$ cat config.mk
export PLATFORM = sky130hd
export DESIGN_NAME = tp_status_ind
export DESIGN_NICKNAME = d
export VERILOG_FILES = /design/src/rtl/tp_status_pkg.sv /design/src/rtl/tp_pin_level.sv /design/src/rtl/tp_pin_gate.sv /design/src/rtl/tp_hb_err.sv /design/src/rtl/tp_status_ind.sv
export SDC_FILE = /design/constraint.sdc
export NUM_CORES = 1
export LEC_CHECK = 0
export ABC_AREA = 1
export BUFFER_PORTS_ARGS = -buffer_cell sky130_fd_sc_hd__buf_2
export CORE_AREA = 2 2 39 41
export CTS_CLUSTER_DIAMETER = 80
export DETAILED_ROUTE_END_ITERATION = 7
export DIE_AREA = 0 0 41 43
export GPL_TIMING_DRIVEN = 0
export PLACE_DENSITY = 0.58
export SYNTH_ARGS = -nofsm -noshare
export SYNTH_HDL_FRONTEND = slang
export SYNTH_HIERARCHICAL = 1
export SYNTH_SLANG_ARGS = --single-unit
export TNS_END_PERCENT = 1
$ cat constraint.sdc
create_clock -name clk -period 1.7 [get_ports clk]
set_input_delay 0.17 -clock clk [delete_from_list [all_inputs] [get_ports clk]]
set_output_delay 0.17 -clock clk [all_outputs]
set_load 0.02 [all_outputs]
$ cat src/rtl/tp_status_pkg.sv
package tp_status_pkg;
  localparam int NUM_PINS = 3;
  localparam int PIN_TXEN = 0;
  localparam int PIN_CRS  = 1;
  localparam int PIN_COL  = 2;

  typedef logic [NUM_PINS-1:0] pin_vec_t;
endpackage

$ cat src/rtl/tp_pin_level.sv
module tp_pin_level
  import tp_status_pkg::*;
(
  input  logic     link_ok,
  input  logic     tx_act,
  input  logic     rx_act,
  input  logic     jabber,
  output pin_vec_t lvl,
  output logic     col_int
);
  logic both_act;
  assign both_act = tx_act & rx_act;

  always_comb begin
    lvl     = '0;
    col_int = 1'b0;
    if (link_ok) begin
      if (jabber) begin
        // jabber masks transmit and forces collision
        lvl[PIN_TXEN] = 1'b0;
        lvl[PIN_CRS]  = rx_act;
        lvl[PIN_COL]  = 1'b1;
        col_int       = 1'b1;
      end else begin
        lvl[PIN_TXEN] = tx_act;
        lvl[PIN_CRS]  = rx_act;
        lvl[PIN_COL]  = both_act;
        col_int       = both_act;
      end
    end
  end
endmodule

$ cat src/rtl/tp_pin_gate.sv
module tp_pin_gate
  import tp_status_pkg::*;
(
  input  logic     clk,
  input  logic     rst_n,
  input  logic     link_ok,
  input  logic     sleep_pin,
  input  logic     pin_en_cfg,
  input  pin_vec_t lvl_in,
  output pin_vec_t lvl_q,
  output pin_vec_t oe_q
);
  logic seen_pass_q;
  logic drive_ok;

  always_ff @(posedge clk or negedge rst_n) begin
    if (!rst_n) seen_pass_q <= 1'b0;
    else if (link_ok) seen_pass_q <= 1'b1;
  end

  // sleep beats the enable bit, and the enable bit beats the link history
  assign drive_ok = !sleep_pin && pin_en_cfg && (seen_pass_q || link_ok);

  for (genvar g = 0; g < NUM_PINS; g++) begin : g_pin
    always_ff @(posedge clk or negedge rst_n) begin
      if (!rst_n) begin
        lvl_q[g] <= 1'b0;
        oe_q[g]  <= 1'b0;
      end else begin
        lvl_q[g] <= lvl_in[g];
        oe_q[g]  <= drive_ok;
      end
    end
  end
endmodule

$ cat src/rtl/tp_hb_err.sv
module tp_hb_err (
  input  logic clk,
  input  logic rst_n,
  input  logic link_ok,
  input  logic tx_act,
  input  logic clr,
  output logic flag
);
  logic tx_q;
  logic tx_end;

  assign tx_end = tx_q && !tx_act;

  always_ff @(posedge clk or negedge rst_n) begin
    if (!rst_n) begin
      tx_q <= 1'b0;
      flag <= 1'b0;
    end else begin
      tx_q <= tx_act;
      if (tx_end && !link_ok) flag <= 1'b1;
      else if (clr)           flag <= 1'b0;
    end
  end
endmodule

$ cat src/rtl/tp_status_ind.sv
module tp_status_ind
  import tp_status_pkg::*;
(
  input  logic clk,
  input  logic rst_n,
  input  logic link_ok,
  input  logic tx_act,
  input  logic rx_act,
  input  logic jabber,
  input  logic sleep_pin,
  input  logic pin_en_cfg,
  input  logic cerr_clr,
  output logic txen_o,
  output logic txen_oe,
  output logic crs_o,
  output logic crs_oe,
  output logic col_o,
  output logic col_oe,
  output logic mac_col,
  output logic cerr_flag
);
  pin_vec_t lvl_d, lvl_q, oe_q;
  logic     col_int;

  tp_pin_level u_level (
    .link_ok (link_ok),
    .tx_act  (tx_act),
    .rx_act  (rx_act),
    .jabber  (jabber),
    .lvl     (lvl_d),
    .col_int (col_int)
  );

  tp_pin_gate u_gate (
    .clk        (clk),
    .rst_n      (rst_n),
    .link_ok    (link_ok),
    .sleep_pin  (sleep_pin),
    .pin_en_cfg (pin_en_cfg),
    .lvl_in     (lvl_d),
    .lvl_q      (lvl_q),
    .oe_q       (oe_q)
  );

  tp_hb_err u_hb (
    .clk     (clk),
    .rst_n   (rst_n),
    .link_ok (link_ok),
    .tx_act  (tx_act),
    .clr     (cerr_clr),
    .flag    (cerr_flag)
  );

  // MAC copy is not gated by sleep or output-enable
  always_ff @(posedge clk or negedge rst_n) begin
    if (!rst_n) mac_col <= 1'b0;
    else        mac_col <= col_int;
  end

  assign txen_o  = lvl_q[PIN_TXEN];
  assign crs_o   = lvl_q[PIN_CRS];
  assign col_o   = lvl_q[PIN_COL];
  assign txen_oe = oe_q[PIN_TXEN];
  assign crs_oe  = oe_q[PIN_CRS];
  assign col_oe  = oe_q[PIN_COL];
endmodule

==> reports/qor.txt, run 1 <==
Result of the run: complete, no violations
Cell count after placement: 61
Number of primary I/O pins: 17
Share of the synthesized netlist area taken by xor and xnor gates: 0%
Initial antenna violation count: 0
Sequential cell area: 200 sq um
Reg-to-reg critical path endpoint: u_gate/oe_q[0]$_DFF_PN0_
PwrDens: 940 mW/mm^2
Multiplexer share of the synthesized area: 0%
Maximum number of pins on one net before global-route repair: 9
Slew headroom: 88.7%
Root Driver: clkbuf_4
Share of synthesized area occupied by flip-flops and latches: 67.8%
Total Neg Setup Slack: 0 ns
Number of standard cells in the layout, taps in and fillers out: 65
Height of the die: 43 um
H-tree depth: 1
Post-CTS setup-driven buffer insertion count: 0
Final Net Count: 60
Compound-cell area share of the yosys netlist: 0%
Category of the worst setup path launch point: flop
Final Hold Vio Count: 0
Via count of the first global-routing pass: 226
DRC violations left: 0
Post-Synthesis Mean Instance Area: 10.2 sq um
Ant. Diodes: 0
Period Utilization, post-route: 63.3%
Count of endpoints failing setup in the final report: 0
Number of iterations in the first detailed-routing pass: 3
Fill count: 153
F_max: 929 MHz
Global placer's final weighted congestion: 0.735
Total routing usage reported by global routing: 7.70%
Clock sink total: 8
VDD IR-drop max: 270 uV
Combinational family with the most area after synthesis: simple AND/OR/NAND/NOR gates
Max Fanout on Critical Path: 3
Average via count per standard cell: 3.57
Layout cells sized above 1: 46.9%
Antenna Nets Post-Route: 0
Number of max-cap violations: 0
Violation count after the first detailed-routing iteration: 3
Die extent in x: 41 um
Unrepaired setup endpoints after global routing: false
Critical path destination: col_oe
Synth Cell Area: 295 sq um
Post-synthesis share of cell area spent on full adders, half adders and majority gates: 0%
Largest area contributor in the netlist: dfrtp_1
Gate Count Post-Synth: 29
Post_cts resized: 0
Critical path class: reg -> out
Clock tree from TritonCTS: yes
Worst clock skew on the final layout: 0.00105 ns
# rows: 14
Worst reg2reg path startpoint: u_gate/seen_pass_q$_DFFE_PN0P_
Class of the most critical hold timing path: in -> reg
Layout Area Growth over Synthesis: 44.9%
Floorplan die area: 0.00176 sq mm
Global route total overflow: 0
Starting Density: 21.3%
Data required time of the critical path: 1.53 ns
Global-route wire length before repair: 800 um
Multi-input logic area: 50.0 sq um
Simple-gate share of the synthesized area: 16.9%
Core outline area: 0.00138 sq mm
Number of cells on the worst reg-to-reg path: 2
Commonest non-fill, non-tap cell in the layout: buf_2
Yosys warning total: 6
Leakage power total: 0.259 nW
Buffer levels on the longest clock path: 2
Detailed-route wire length per cell: 7.58 um
Clock period minus final worst setup slack: 1.08 ns
Max-slew violation count: 0
Clock insertion delay at the later pin of the skew report: 0.25 ns
Number of distinct library cells after synthesis: 7
Data arrival time of the critical path: 0.91 ns
Port Buffers: 16
Critical path origin: u_gate/oe_q[0]$_DFF_PN0_
Flop-to-flop setup slack: 1.04 ns
Number of buffers created by CTS: 3
Worst hold slack across all endpoints: 0.0656 ns
Critical path endpoint category: primary output
Flip-flop and latch count after synthesis: 8
Pin slew with the least headroom to its limit: 0.170 ns
Net count of the mapped netlist: 38
Clock-pin slew of the registers on the worst-case setup and hold paths: 0.05 ns
Top cells by area in the synthesized netlist: dfrtp_1, nand2_1, buf_4
Wirelength, routed: 493 um
Share of the synthesized area in the top cell type: 67.8%
Commonest cells after routing, fill and taps aside: buf_2, dfrtp_1, nand2_1
Vias: 232
==> critical path, stage by stage (launching register included) <==
cell,delay [ns]
dfrtp_1,0.38
buf_4,0.13
buf_2,0.15
==> area by class of cell <==
cell class / instances / area share (%)
flip-flops and latches: 8 / 46.8
inverters: 6 / 5.26
well taps: 16 / 4.68
clock buffers: 3 / 5.26
repair buffers: 17 / 21.1
plain buffers: 3 / 5.26
multi-input cells: 12 / 11.7
==> power breakdown <==
part	total (W)	internal (W)	switching [W]
registers	0.000203	0.000201	0.00000290
clock network	0.000142	0.0000805	0.0000614
logic	0.0000567	0.0000241	0.0000325
==> cell usage after synthesis <==
master and n:
nand2_1 7, buf_4 3, dfrtp_1 8, inv_1 6, nor2_1 2, nand3_1 2
nor2_2 1
==> worst min-delay path by stage <==
stage,startpoint,slack [ns],depth (start not counted),to
after global placement,rst_n,0.02,1,u_gate/seen_pass_q$_DFFE_PN0P_
after floorplan,rst_n,-0.13,0,mac_col$_DFF_PN0_
after global routing,tx_act,0.06,1,u_hb/tx_q$_DFF_PN0_
final,tx_act,0.07,1,u_hb/tx_q$_DFF_PN0_
after detailed placement,rst_n,0.02,1,u_gate/seen_pass_q$_DFFE_PN0P_
after CTS,tx_act,0.06,1,u_hb/tx_q$_DFF_PN0_
==> repair_timing <==
action,in CTS,in global routing
hold buffers,1,0
endpoints found under the hold margin,8,0
setup endpoints to repair,0,0
==> through the flow <==
step	utilization, %	area, sq um	power, W	setup slack [ns]
final	30.9	428	0.000402	0.624
after global routing	30.9	428	0.000431	0.577
after CTS	30.9	428	0.000408	0.611
after detailed placement	28.6	395	0.000263	0.887
after global placement	28.6	395	0.000262	0.896
after floorplan	-	295	0.000236	0.903
==> flip-flops by register name (all words and copies together), names as in the netlist <==
register,cells
u_hb/tx_q,1
u_hb/flag,1
mac_col,1
u_gate/oe_q,1
u_gate/lvl_q,3
u_gate/seen_pass_q,1
==> logic make-up after synthesis <==
family,count (synthesis)
flops,8
simple gates,12
buf+inv,9
==> routing by layer <==
layer  up-vias  share of wire (%)  wire, um  global-route usage [%]
li1        123                  -         -                       -
met1        95                 39       190                    6.95
met2        12                 44       219                    10.3
met3         2                 12        60                    6.81
met4         0                4.5        22                    6.00
met5         -                  0         0                       0
(Power assumes the default switching activity.)
==> run 2: changes to the inputs <==
--- a/config.mk
+++ b/config.mk
@@ -12,7 +12,7 @@
 export DETAILED_ROUTE_END_ITERATION = 7
 export DIE_AREA = 0 0 41 43
 export GPL_TIMING_DRIVEN = 0
-export PLACE_DENSITY = 0.58
+export PLACE_DENSITY = 0.6
 export SYNTH_ARGS = -nofsm -noshare
 export SYNTH_HDL_FRONTEND = slang
 export SYNTH_HIERARCHICAL = 1
==> constraint.sdc (replaced) <==
create_clock -name clk -period 0.9 [get_ports clk]
set_input_delay 0.09 -clock clk [delete_from_list [all_inputs] [get_ports clk]]
set_output_delay 0.09 -clock clk [all_outputs]
set_load 0.02 [all_outputs]
==> run 2 against run 1 <==
Compared with the run above: clock skew decreased by 0.0010 ns; combinational power rose by 120%; the flow now finishes with violations (setup timing); hold slack worse by 0.0025 ns; count of clock-buffer cells in the layout unchanged; total power grew 92%; global-route usage is 0.39 points higher; sequential cell count is the same.
==> reports/qor.txt, run 2 (synthesis results as in run 1) <==
Final Hold Vio Count: 0 (unchanged)
Switching pwr: 0.000180 W (+85%)
Ant. Diodes: 0 (unchanged)
Vias: 240 (+3.4%)
Number of iterations in the first detailed-routing pass: 2 (-1)
Combinational share of power: 16.5% (+2.4 points)
Internal power consumption: 0.000592 W (+94%)
Average via count per standard cell: 3.58 (+0.36%)
DR WL met2: 233 um (+6.4%)
Data required time of the critical path: 0.81 ns (-0.72 ns)
Pin slew with the least headroom to its limit: 0.173 ns (+0.00279 ns)
Number of max-cap violations: 0 (unchanged)
Post-DP HPWL: 405 um
Class of the most critical hold timing path: in -> reg
Proportion of total power due to net switching: 23.3% (-0.80 points)
Post-Place Setup Slack: 0.156 ns (-0.731 ns)
Post-route cell area: 472 sq um (+10%)
Critical path origin: u_gate/oe_q[0]$_DFF_PN0_
Via count of the first global-routing pass: 252 (+12%)
F_max: 1010 MHz
Port Buffers: 16 (unchanged)
Commonest non-fill, non-tap cell in the layout: buf_2
Maximum number of pins on one net before global-route repair: 9 (unchanged)
Number of flip-flops under the largest register name: 3 (unchanged)
Max Fanout on Critical Path: 3 (unchanged)
# rows: 14 (unchanged)
H-tree depth: 1 (unchanged)
Clock tree from TritonCTS: yes
Worst clock skew on the final layout: 0.0000228 ns (-0.00103 ns)
Antenna Nets Post-Route: 0 (unchanged)
Violation count after the first detailed-routing iteration: 5 (+2)
Max-slew violation count: 0 (unchanged)
Final Net Count: 62 (+3.3%)
Detailed-route wire length per cell: 7.82 um (+3.1%)
Wirelength, routed: 524 um (+6.3%)
Layout Area Growth over Synthesis: 59.7%
Global-route wire length before repair: 869 um (+8.6%)
Initial antenna violation count: 0 (unchanged)
Leakage power total: 0.273 nW (+5.1%)
Period Utilization, post-route: 110%
Sequential cell area: 200 sq um (unchanged)
Global route total overflow: 0 (unchanged)
Clock Power Share: 33.5% (-1.8 points)
Clock sink total: 8 (unchanged)
Number of primary I/O pins: 17 (unchanged)
Highest metal layer with signal wires: met3
Global placer's final weighted congestion: 0.739 (+0.45%)
Starting Density: 21.3% (unchanged)
Post-CTS setup-driven buffer insertion count: 0 (unchanged)
Core outline area: 0.00138 sq mm (unchanged)
Result of the run: finished with violations
Placed standard-cell area: 395 sq um (unchanged)
Total routing usage reported by global routing: 8.09% (+0.39 points)
Routed met3 length: 52 um (-13%)
Clock insertion delay at the later pin of the skew report: 0.24 ns (about the same)
Total Neg Setup Slack: -0.175 ns (-0.175 ns)
Critical path endpoint category: primary output
VDD IR-drop max: 628 uV (+130%)
Multi-input logic area: 55.1 sq um (+10%)
Clock period minus final worst setup slack: 0.989 ns
Slew headroom: 88.5% (-0.19 points)
Count of endpoints failing setup in the final report: 2 (+2)
Worst reg2reg path startpoint: u_gate/seen_pass_q$_DFFE_PN0P_
DRC violations left: 0 (unchanged)
Critical path class: reg -> out
Layout cells sized above 1: 47.1% (+0.12 points)
Floorplan die area: 0.00176 sq mm (unchanged)
Setup ws final: -0.0892 ns (-0.713 ns)
Met1 Routed Length: 239 um (+26%)
Register with the most flip-flops: u_gate/lvl_q
Fill count: 137 (-10%)
Violated checks: setup timing
Share of total power in sequential cells: 50.0% (-0.6 points)
Height of the die: 43 um (unchanged)
Commonest cells after routing, fill and taps aside: buf_2, dfrtp_1, nand2_1
PwrDens: 1640 mW/mm^2 (+74%)
Category of the worst setup path launch point: flop
Data arrival time of the critical path: 0.90 ns (about the same)
Die extent in x: 41 um (unchanged)
Number of buffers created by CTS: 3 (unchanged)
Start point of the worst min-delay path: rx_act
Clock-pin slew of the registers on the worst-case setup and hold paths: 0.05 ns (about the same)
Buffer levels on the longest clock path: 2 (unchanged)
Unrepaired setup endpoints after global routing: true
Root Driver: clkbuf_4
run 2: changes by cell type in the layout (fill, tap and decap cells not counted):
cell	previous run	this run
nand3_1	2	1
buf_2	16	13
buf_6	0	3
dlygate4sd3_1	1	3
nand3_2	0	1
run 2: final timing paths:
kind	cells past startpoint	slack [ns]	endpoint
max	2	-0.09	col_oe
min	3	0.06	u_gate/lvl_q[1]$_DFF_PN0_
max reg2reg	2	0.25	u_gate/oe_q[0]$_DFF_PN0_
min reg2reg	2	0.45	u_gate/seen_pass_q$_DFFE_PN0P_
max in group asynchronous	2	0.53	mac_col$_DFF_PN0_
min in group asynchronous	2	0.21	u_gate/seen_pass_q$_DFFE_PN0P_
run 2: metal layers:
metal | GRT usage [%] | up-vias
li1 | - | 125
met1 | 6.58 | 105
met2 | 12.2 | 10
met3 | 4.71 | 0
met4 | 8.00 | 0
met5 | 0 | -
run 2: final cells by class:
type                    count  area share [%]
inverters                   6            4.77
clock buffers               3            4.77
repair buffers             19            27.3
plain buffers               3            4.77
multi-input cells          12            11.7
flip-flops and latches      8            42.4
well taps                  16            4.24
run 2: critical path, cell delays in order, from the launching register on:
cell and delay, ns:
dfrtp_1 0.39, buf_4 0.14, buf_6 0.12
run 2: timing repair:
action,CTS,global route
gates cloned,0,0
hold buffers,3,0
gates resized for setup,4,3
setup endpoints to repair,3,5
pin swaps,0,1
hold endpoints to repair,10,0
run 2: power groups by stage:
| stage | clock network (W) | logic (W) | registers [W] |
|---|---|---|---|
| final | 0.000259 | 0.000127 | 0.000386 |
| after global routing | 0.000299 | 0.000140 | 0.000387 |
| after CTS | 0.000276 | 0.000123 | 0.000385 |
| after detailed placement | 0 | 0.000106 | 0.000391 |
| after global placement | 0 | 0.000104 | 0.000390 |
| after floorplan | 0 | 0.0000321 | 0.000413 |
run 2: through the flow:
step / cells / power, W / hold slack (ns) / utilization, %
final: 67 / 0.000772 / 0.0631 / 34.1
after detailed placement: 61 / 0.000497 / -0.0630 / 28.6
after global placement: 61 / 0.000494 / -0.0626 / 28.6
after global routing: 67 / 0.000827 / 0.0810 / 34.1
after CTS: 67 / 0.000784 / 0.0401 / 33.3
after floorplan: 29 / 0.000445 / -0.206 / -
